`src/rtl/irq_pkg.sv`:
```
package irq_pkg;
  // byte offsets of the register window
  localparam int unsigned VEC_OFS  = 0;
  localparam int unsigned MASK_OFS = 2;
  // enable mask value after reset
  localparam int unsigned MASK_RST = 'h0010;
  // left shift applied to (index + 1) in the vector register
  localparam int unsigned VEC_SHIFT = 2;
endpackage

```
`src/rtl/irq_level_capture.sv`:
```
module irq_level_capture #(
  parameter int N_LINES = 16
) (
  input  logic               clk,
  input  logic               rst,
  input  logic [N_LINES-1:0] lines_i,
  output logic [N_LINES-1:0] status_q
);
  // one flop per line, level copied every clock
  for (genvar g = 0; g < N_LINES; g++) begin : g_line
    always_ff @(posedge clk) begin
      if (rst) status_q[g] <= 1'b0;
      else     status_q[g] <= lines_i[g];
    end
  end
endmodule

```
`src/rtl/irq_mask_reg.sv`:
```
module irq_mask_reg #(
  parameter int          N_LINES  = 16,
  parameter int unsigned RST_VAL  = 'h0010
) (
  input  logic               clk,
  input  logic               rst,
  input  logic               wr_en,
  input  logic [N_LINES-1:0] wr_val,
  output logic [N_LINES-1:0] mask_q,
  output logic [N_LINES-1:0] mask_next
);
  always_comb mask_next = wr_en ? wr_val : mask_q;

  always_ff @(posedge clk) begin
    if (rst) mask_q <= N_LINES'(RST_VAL);
    else     mask_q <= mask_next;
  end
endmodule

```
`src/rtl/irq_lowest_encoder.sv`:
```
module irq_lowest_encoder #(
  parameter int N_LINES = 16,
  parameter int DATA_W  = 16,
  parameter int SHIFT   = 2,
  localparam int IDX_W  = $clog2(N_LINES + 1)
) (
  input  logic [N_LINES-1:0] pend_i,
  output logic [DATA_W-1:0]  vec_o
);
  logic [IDX_W-1:0] num;

  // scan from the top so the lowest set bit is the last to assign
  always_comb begin
    num = '0;
    for (int i = N_LINES - 1; i >= 0; i--) begin
      if (pend_i[i]) num = IDX_W'(i + 1);
    end
  end

  assign vec_o = DATA_W'(num) << SHIFT;
endmodule

```
`src/rtl/irq_masked_ctrl.sv`:
```
module irq_masked_ctrl #(
  parameter int N_LINES = 16,
  parameter int DATA_W  = 16,
  parameter int ADDR_W  = 12
) (
  input  logic               clk,
  input  logic               rst,
  input  logic [N_LINES-1:0] irq_in,
  input  logic [ADDR_W-1:0]  bus_addr,
  input  logic               bus_wr,
  input  logic               bus_rd,
  input  logic [DATA_W-1:0]  bus_wdata,
  output logic [DATA_W-1:0]  bus_rdata,
  output logic               irq_out
);
  import irq_pkg::*;

  localparam logic [ADDR_W-1:0] A_VEC  = ADDR_W'(VEC_OFS);
  localparam logic [ADDR_W-1:0] A_MASK = ADDR_W'(MASK_OFS);

  logic [N_LINES-1:0] status_q;
  logic [N_LINES-1:0] mask_q;
  logic [N_LINES-1:0] mask_next;
  logic [N_LINES-1:0] pend;
  logic [DATA_W-1:0]  vec;
  logic               mask_wr;
  logic [DATA_W-1:0]  rd_mux;

  assign mask_wr = bus_wr && (bus_addr == A_MASK);

  irq_level_capture #(.N_LINES(N_LINES)) u_cap (
    .clk      (clk),
    .rst      (rst),
    .lines_i  (irq_in),
    .status_q (status_q)
  );

  irq_mask_reg #(.N_LINES(N_LINES), .RST_VAL(MASK_RST)) u_mask (
    .clk       (clk),
    .rst       (rst),
    .wr_en     (mask_wr),
    .wr_val    (bus_wdata[N_LINES-1:0]),
    .mask_q    (mask_q),
    .mask_next (mask_next)
  );

  assign pend = status_q & mask_q;

  irq_lowest_encoder #(.N_LINES(N_LINES), .DATA_W(DATA_W), .SHIFT(VEC_SHIFT)) u_enc (
    .pend_i (pend),
    .vec_o  (vec)
  );

  // output follows the next-state values so it lands with status and mask
  always_ff @(posedge clk) begin
    if (rst) irq_out <= 1'b0;
    else     irq_out <= |(irq_in & mask_next);
  end

  always_comb begin
    rd_mux = '0;
    if (bus_addr == A_VEC)       rd_mux = vec;
    else if (bus_addr == A_MASK) rd_mux = DATA_W'(mask_q);
  end

  always_ff @(posedge clk) begin
    if (rst)         bus_rdata <= '0;
    else if (bus_rd) bus_rdata <= rd_mux;
    else             bus_rdata <= '0;
  end
endmodule

```
`config.mk`:
```
export PLATFORM = sky130hd
export DESIGN_NAME = irq_masked_ctrl
export DESIGN_NICKNAME = d
export VERILOG_FILES = /design/src/rtl/irq_pkg.sv /design/src/rtl/irq_level_capture.sv /design/src/rtl/irq_mask_reg.sv /design/src/rtl/irq_lowest_encoder.sv /design/src/rtl/irq_masked_ctrl.sv
export SDC_FILE = /design/constraint.sdc
export NUM_CORES = 1
export LEC_CHECK = 0
export BUFFER_PORTS_ARGS = -buffer_cell sky130_fd_sc_hd__buf_4
export CELL_PAD_IN_SITES_DETAIL_PLACEMENT = 0
export CELL_PAD_IN_SITES_GLOBAL_PLACEMENT = 1
export CORE_MARGIN = 2
export CORE_UTILIZATION = 38
export DETAILED_ROUTE_END_ITERATION = 16
export PLACE_DENSITY = 0.94
export SETUP_SLACK_MARGIN = 0.4
export SYNTH_ARGS = -nofsm -noshare
export SYNTH_HDL_FRONTEND = slang
export SYNTH_SLANG_ARGS = --single-unit
```
`constraint.sdc`:
```
create_clock -name clk -period 3.9 [get_ports clk]
set_input_delay 0.78 -clock clk [delete_from_list [all_inputs] [get_ports clk]]
set_output_delay 0.78 -clock clk [all_outputs]
set_load 0.02 [all_outputs]
```
==> run_summary.xml <==
<?xml version="1.0" encoding="UTF-8"?>
<metrics>
  <group name="placed_design">
    <metric name="pre_cts_slack" unit="ns">1.166</metric>
    <metric name="dpl-instance-area" unit="µm²">2345</metric>
    <metric name="place.detailed.hpwl" unit="mm">3.154</metric>
    <metric name="port_buffers" unit="">64</metric>
    <metric name="gp_congestion" unit="">0.8214</metric>
  </group>
  <group name="worst_setup_path">
    <metric name="worst_ep_required_time" unit="ns">4.09</metric>
    <metric name="crit_fanout" unit="">16</metric>
    <metric name="path_class" unit="">in2reg</metric>
    <metric name="critical_path_arrival" unit="ns">2.63</metric>
    <metric name="ff2ff_path_depth" unit="">6</metric>
    <metric name="crit_path_start_kind" unit="">primary input</metric>
    <metric name="endpoint_class_of_the_critical_path" unit="">flop</metric>
  </group>
  <group name="clock_tree">
    <metric name="cts-buffers-inserted" unit="">5</metric>
    <metric name="clkSlewWorstSetupHoldPaths" unit="ns">0.08</metric>
    <metric name="cts_resized" unit="">0</metric>
    <metric name="cts_setup_buffers" unit="">0</metric>
    <metric name="tritoncts" unit="">done</metric>
    <metric name="clock_sink_count" unit="">49</metric>
    <metric name="cts_hold_repair.buffers" unit="">0</metric>
    <metric name="cts_root_buf" unit="">clkbuf_8</metric>
    <metric name="insertion_delay" unit="ns">0.30</metric>
    <metric name="max-clock-path-buffers" unit="">2</metric>
    <metric name="cts_max_level" unit="">2</metric>
  </group>
  <group name="finish">
    <metric name="areaGrowthSynthToFinish" unit="%">34.73</metric>
    <metric name="post_route_cells_drive_above_1_share" unit="%">27.76</metric>
    <metric name="number_of_antenna_repair_diodes" unit="">0</metric>
    <metric name="fin_nets" unit="">310</metric>
    <metric name="final_area" unit="µm²">2461</metric>
    <metric name="final_core_utilization" unit="%">52.45</metric>
  </group>
  <group name="synthesis">
    <metric name="synth_warnings" unit="">0</metric>
    <metric name="syn_area" unit="µm²">1827</metric>
    <metric name="synth_nets" unit="">245</metric>
    <metric name="syn_area_per_cell" unit="µm²">9.273</metric>
    <metric name="yosys_register_bits" unit="">49</metric>
    <metric name="synth_cell_types" unit="">26</metric>
    <metric name="netlist_top_cells_area" unit="">dfxtp_1, mux2i_1, nor2_1</metric>
    <metric name="yosys-top-cells-count" unit="">dfxtp_1, nor2_1, inv_1, mux2i_1, nand2_1</metric>
    <metric name="ys_dominant_reg_cell" unit="">dfxtp_1</metric>
    <metric name="fraction_of_synthesized_cell_area_taken_by_the_top_area_cell_type" unit="%">53.70</metric>
    <metric name="seq_area_frac_synth" unit="%">53.70</metric>
    <metric name="synthCells" unit="">197</metric>
    <metric name="synth-async-reset-ratio" unit="%">0</metric>
    <metric name="synth_enable_flop_cells" unit="">0</metric>
    <metric name="synth.most_common_cell" unit="">dfxtp_1</metric>
    <metric name="synth_top_area_cell" unit="">dfxtp_1</metric>
  </group>
  <group name="timing">
    <metric name="worst_slew_pin_slew" unit="ns">0.7889</metric>
    <metric name="setup_viol" unit="">0</metric>
    <metric name="rsz0062_at_grt" unit="">false</metric>
    <metric name="fmax" unit="MHz">409.6</metric>
    <metric name="timing.slew.headroom" unit="%">47.21</metric>
    <metric name="finClkSkew" unit="ns">0.003927</metric>
    <metric name="fin_tns_setup" unit="ns">0</metric>
    <metric name="final_number_of_hold_violating_endpoints" unit="">0</metric>
    <metric name="min_period" unit="ns">2.441</metric>
    <metric name="postLayoutSetupSlackWorst" unit="ns">1.459</metric>
    <metric name="min_period_over_period" unit="%">62.60</metric>
    <metric name="maxSlewViolCount" unit="">0</metric>
  </group>
  <group name="grt">
    <metric name="first_pass_grt_wire_length" unit="mm">6.334</metric>
    <metric name="grt_overflow" unit="">0</metric>
    <metric name="grt_usage" unit="%">15.61</metric>
    <metric name="number_of_antenna_violations_at_the_first_check_in_global_routing" unit="">0</metric>
    <metric name="grt_start_max_net_pins" unit="">35</metric>
    <metric name="first_global_vias" unit="">1401</metric>
  </group>
  <group name="route">
    <metric name="routed_wl" unit="mm">4.165</metric>
    <metric name="pre_antenna_drt_iters" unit="">4</metric>
    <metric name="drt-wirelength-per-cell" unit="µm">13.14</metric>
    <metric name="drc" unit="">0</metric>
    <metric name="avgViaCountPerCell" unit="">4.823</metric>
    <metric name="total_vias_in_the_final_route" unit="">1529</metric>
    <metric name="initial_drc_count" unit="">88</metric>
    <metric name="antenna_left" unit="">0</metric>
  </group>
  <group name="run">
    <metric name="drv.max_cap_violation_count" unit="">0</metric>
  </group>
  <group name="floorplanning">
    <metric name="fp.dieArea" unit="µm²">5378</metric>
    <metric name="std_cell_rows" unit="">25</metric>
    <metric name="top_level_ports" unit="">65</metric>
    <metric name="start_util" unit="%">38.93</metric>
    <metric name="design.core.area" unit="µm²">4692</metric>
    <metric name="fp.dieH" unit="µm">73.34</metric>
    <metric name="die_width" unit="µm">73.34</metric>
  </group>
  <group name="run_status">
    <metric name="outcome" unit="">complete, no violations</metric>
  </group>
  <group name="hold_path">
    <metric name="worstHoldPathCells" unit="">1</metric>
    <metric name="holdCritPathClass" unit="">reg2reg</metric>
  </group>
  <group name="power_and_ir_drop">
    <metric name="power_per_cell_area" unit="nW/µm²">384.1</metric>
    <metric name="worst_ir_drop_vdd" unit="µV">200.9</metric>
    <metric name="leakage" unit="nW">1.269</metric>
    <metric name="total_power" unit="µW">945.3</metric>
  </group>
</metrics>
## state kept, by name (all words and copies together) (netlist names)
register,cells
bus_rdata,16
u_cap.status_q,16
u_mask.mask_q,16
irq_out,1
## report_power, final
part | internal [mW] | switching, mW | total (mW)
logic | 0.0376 | 0.0258 | 0.0634
clock network | 0.209 | 0.159 | 0.368
registers | 0.509 | 0.00451 | 0.514
## worst max-delay path, cell delays in order
cell and delay, ns:
buf_4 0.11, nor2_1 0.15, and3_1 0.25, nand4_4 0.38, mux2i_1 0.38, o22ai_1 0.15, nor4_1 0.32, a21oi_1 0.10
## cells by family after synthesis
kind of cell           after synthesis  synth area share (%)
DFF                                 49                 53.70
buffers and inverters               24                 5.342
and+or+nand+nor                     79                 21.23
muxes                               16                 8.767
AOI/OAI and AO/OA                   29                 10.96
## layout by cell type, fill, tap and decap left out, types with 2 or more instances in the layout
cell type / n
a22o_1: 3
mux2i_1: 16
inv_1: 18
clkbuf_8: 6
buf_4: 64
nand2_1: 16
nor3_1: 2
nor2_1: 37
and3_1: 2
nand3_1: 4
nor4_1: 2
and2_1: 11
a22oi_1: 7
dfxtp_1: 49
o21ai_0: 3
o22ai_1: 8
a21oi_1: 4
## worst paths after layout
path                                        start       endpoint  slack, ns
worst max-delay path                  bus_addr[3]        irq_out       1.46
worst min-delay path            u_mask.mask_q[15]  bus_rdata[15]       0.49
worst max register to register   u_mask.mask_q[9]   bus_rdata[3]       2.35
worst min register to register  u_mask.mask_q[15]  bus_rdata[15]       0.49
## area by class of cell
class	count	area, µm²
sequential	49	980.9
clock inverter	1	30.03
clock buffer	7	86.33
fill	472	2231
tap	54	67.56
timing repair buffer	64	480.5
multi-input combinational	124	748.2
inverter	18	67.56
## per-stage QoR
stage / cells / hold WS [ns]
4_1_cts: 317 / 0.4898
6_report: 317 / 0.4920
2_1_floorplan: 197 / 0.4448
3_3_place_gp: 309 / 0.4661
3_5_place_dp: 309 / 0.4702
5_1_grt: 317 / 0.5057
## metal layers
layer	wire length, µm	global-route usage (%)	vias up
met2	1935	24.12	44
met4	77	6.667	0
met5	0	0	-
met3	239	3.704	8
met1	1912	20.89	686
li1	-	-	791
Note: power is estimated with default switching activity, not from simulation.
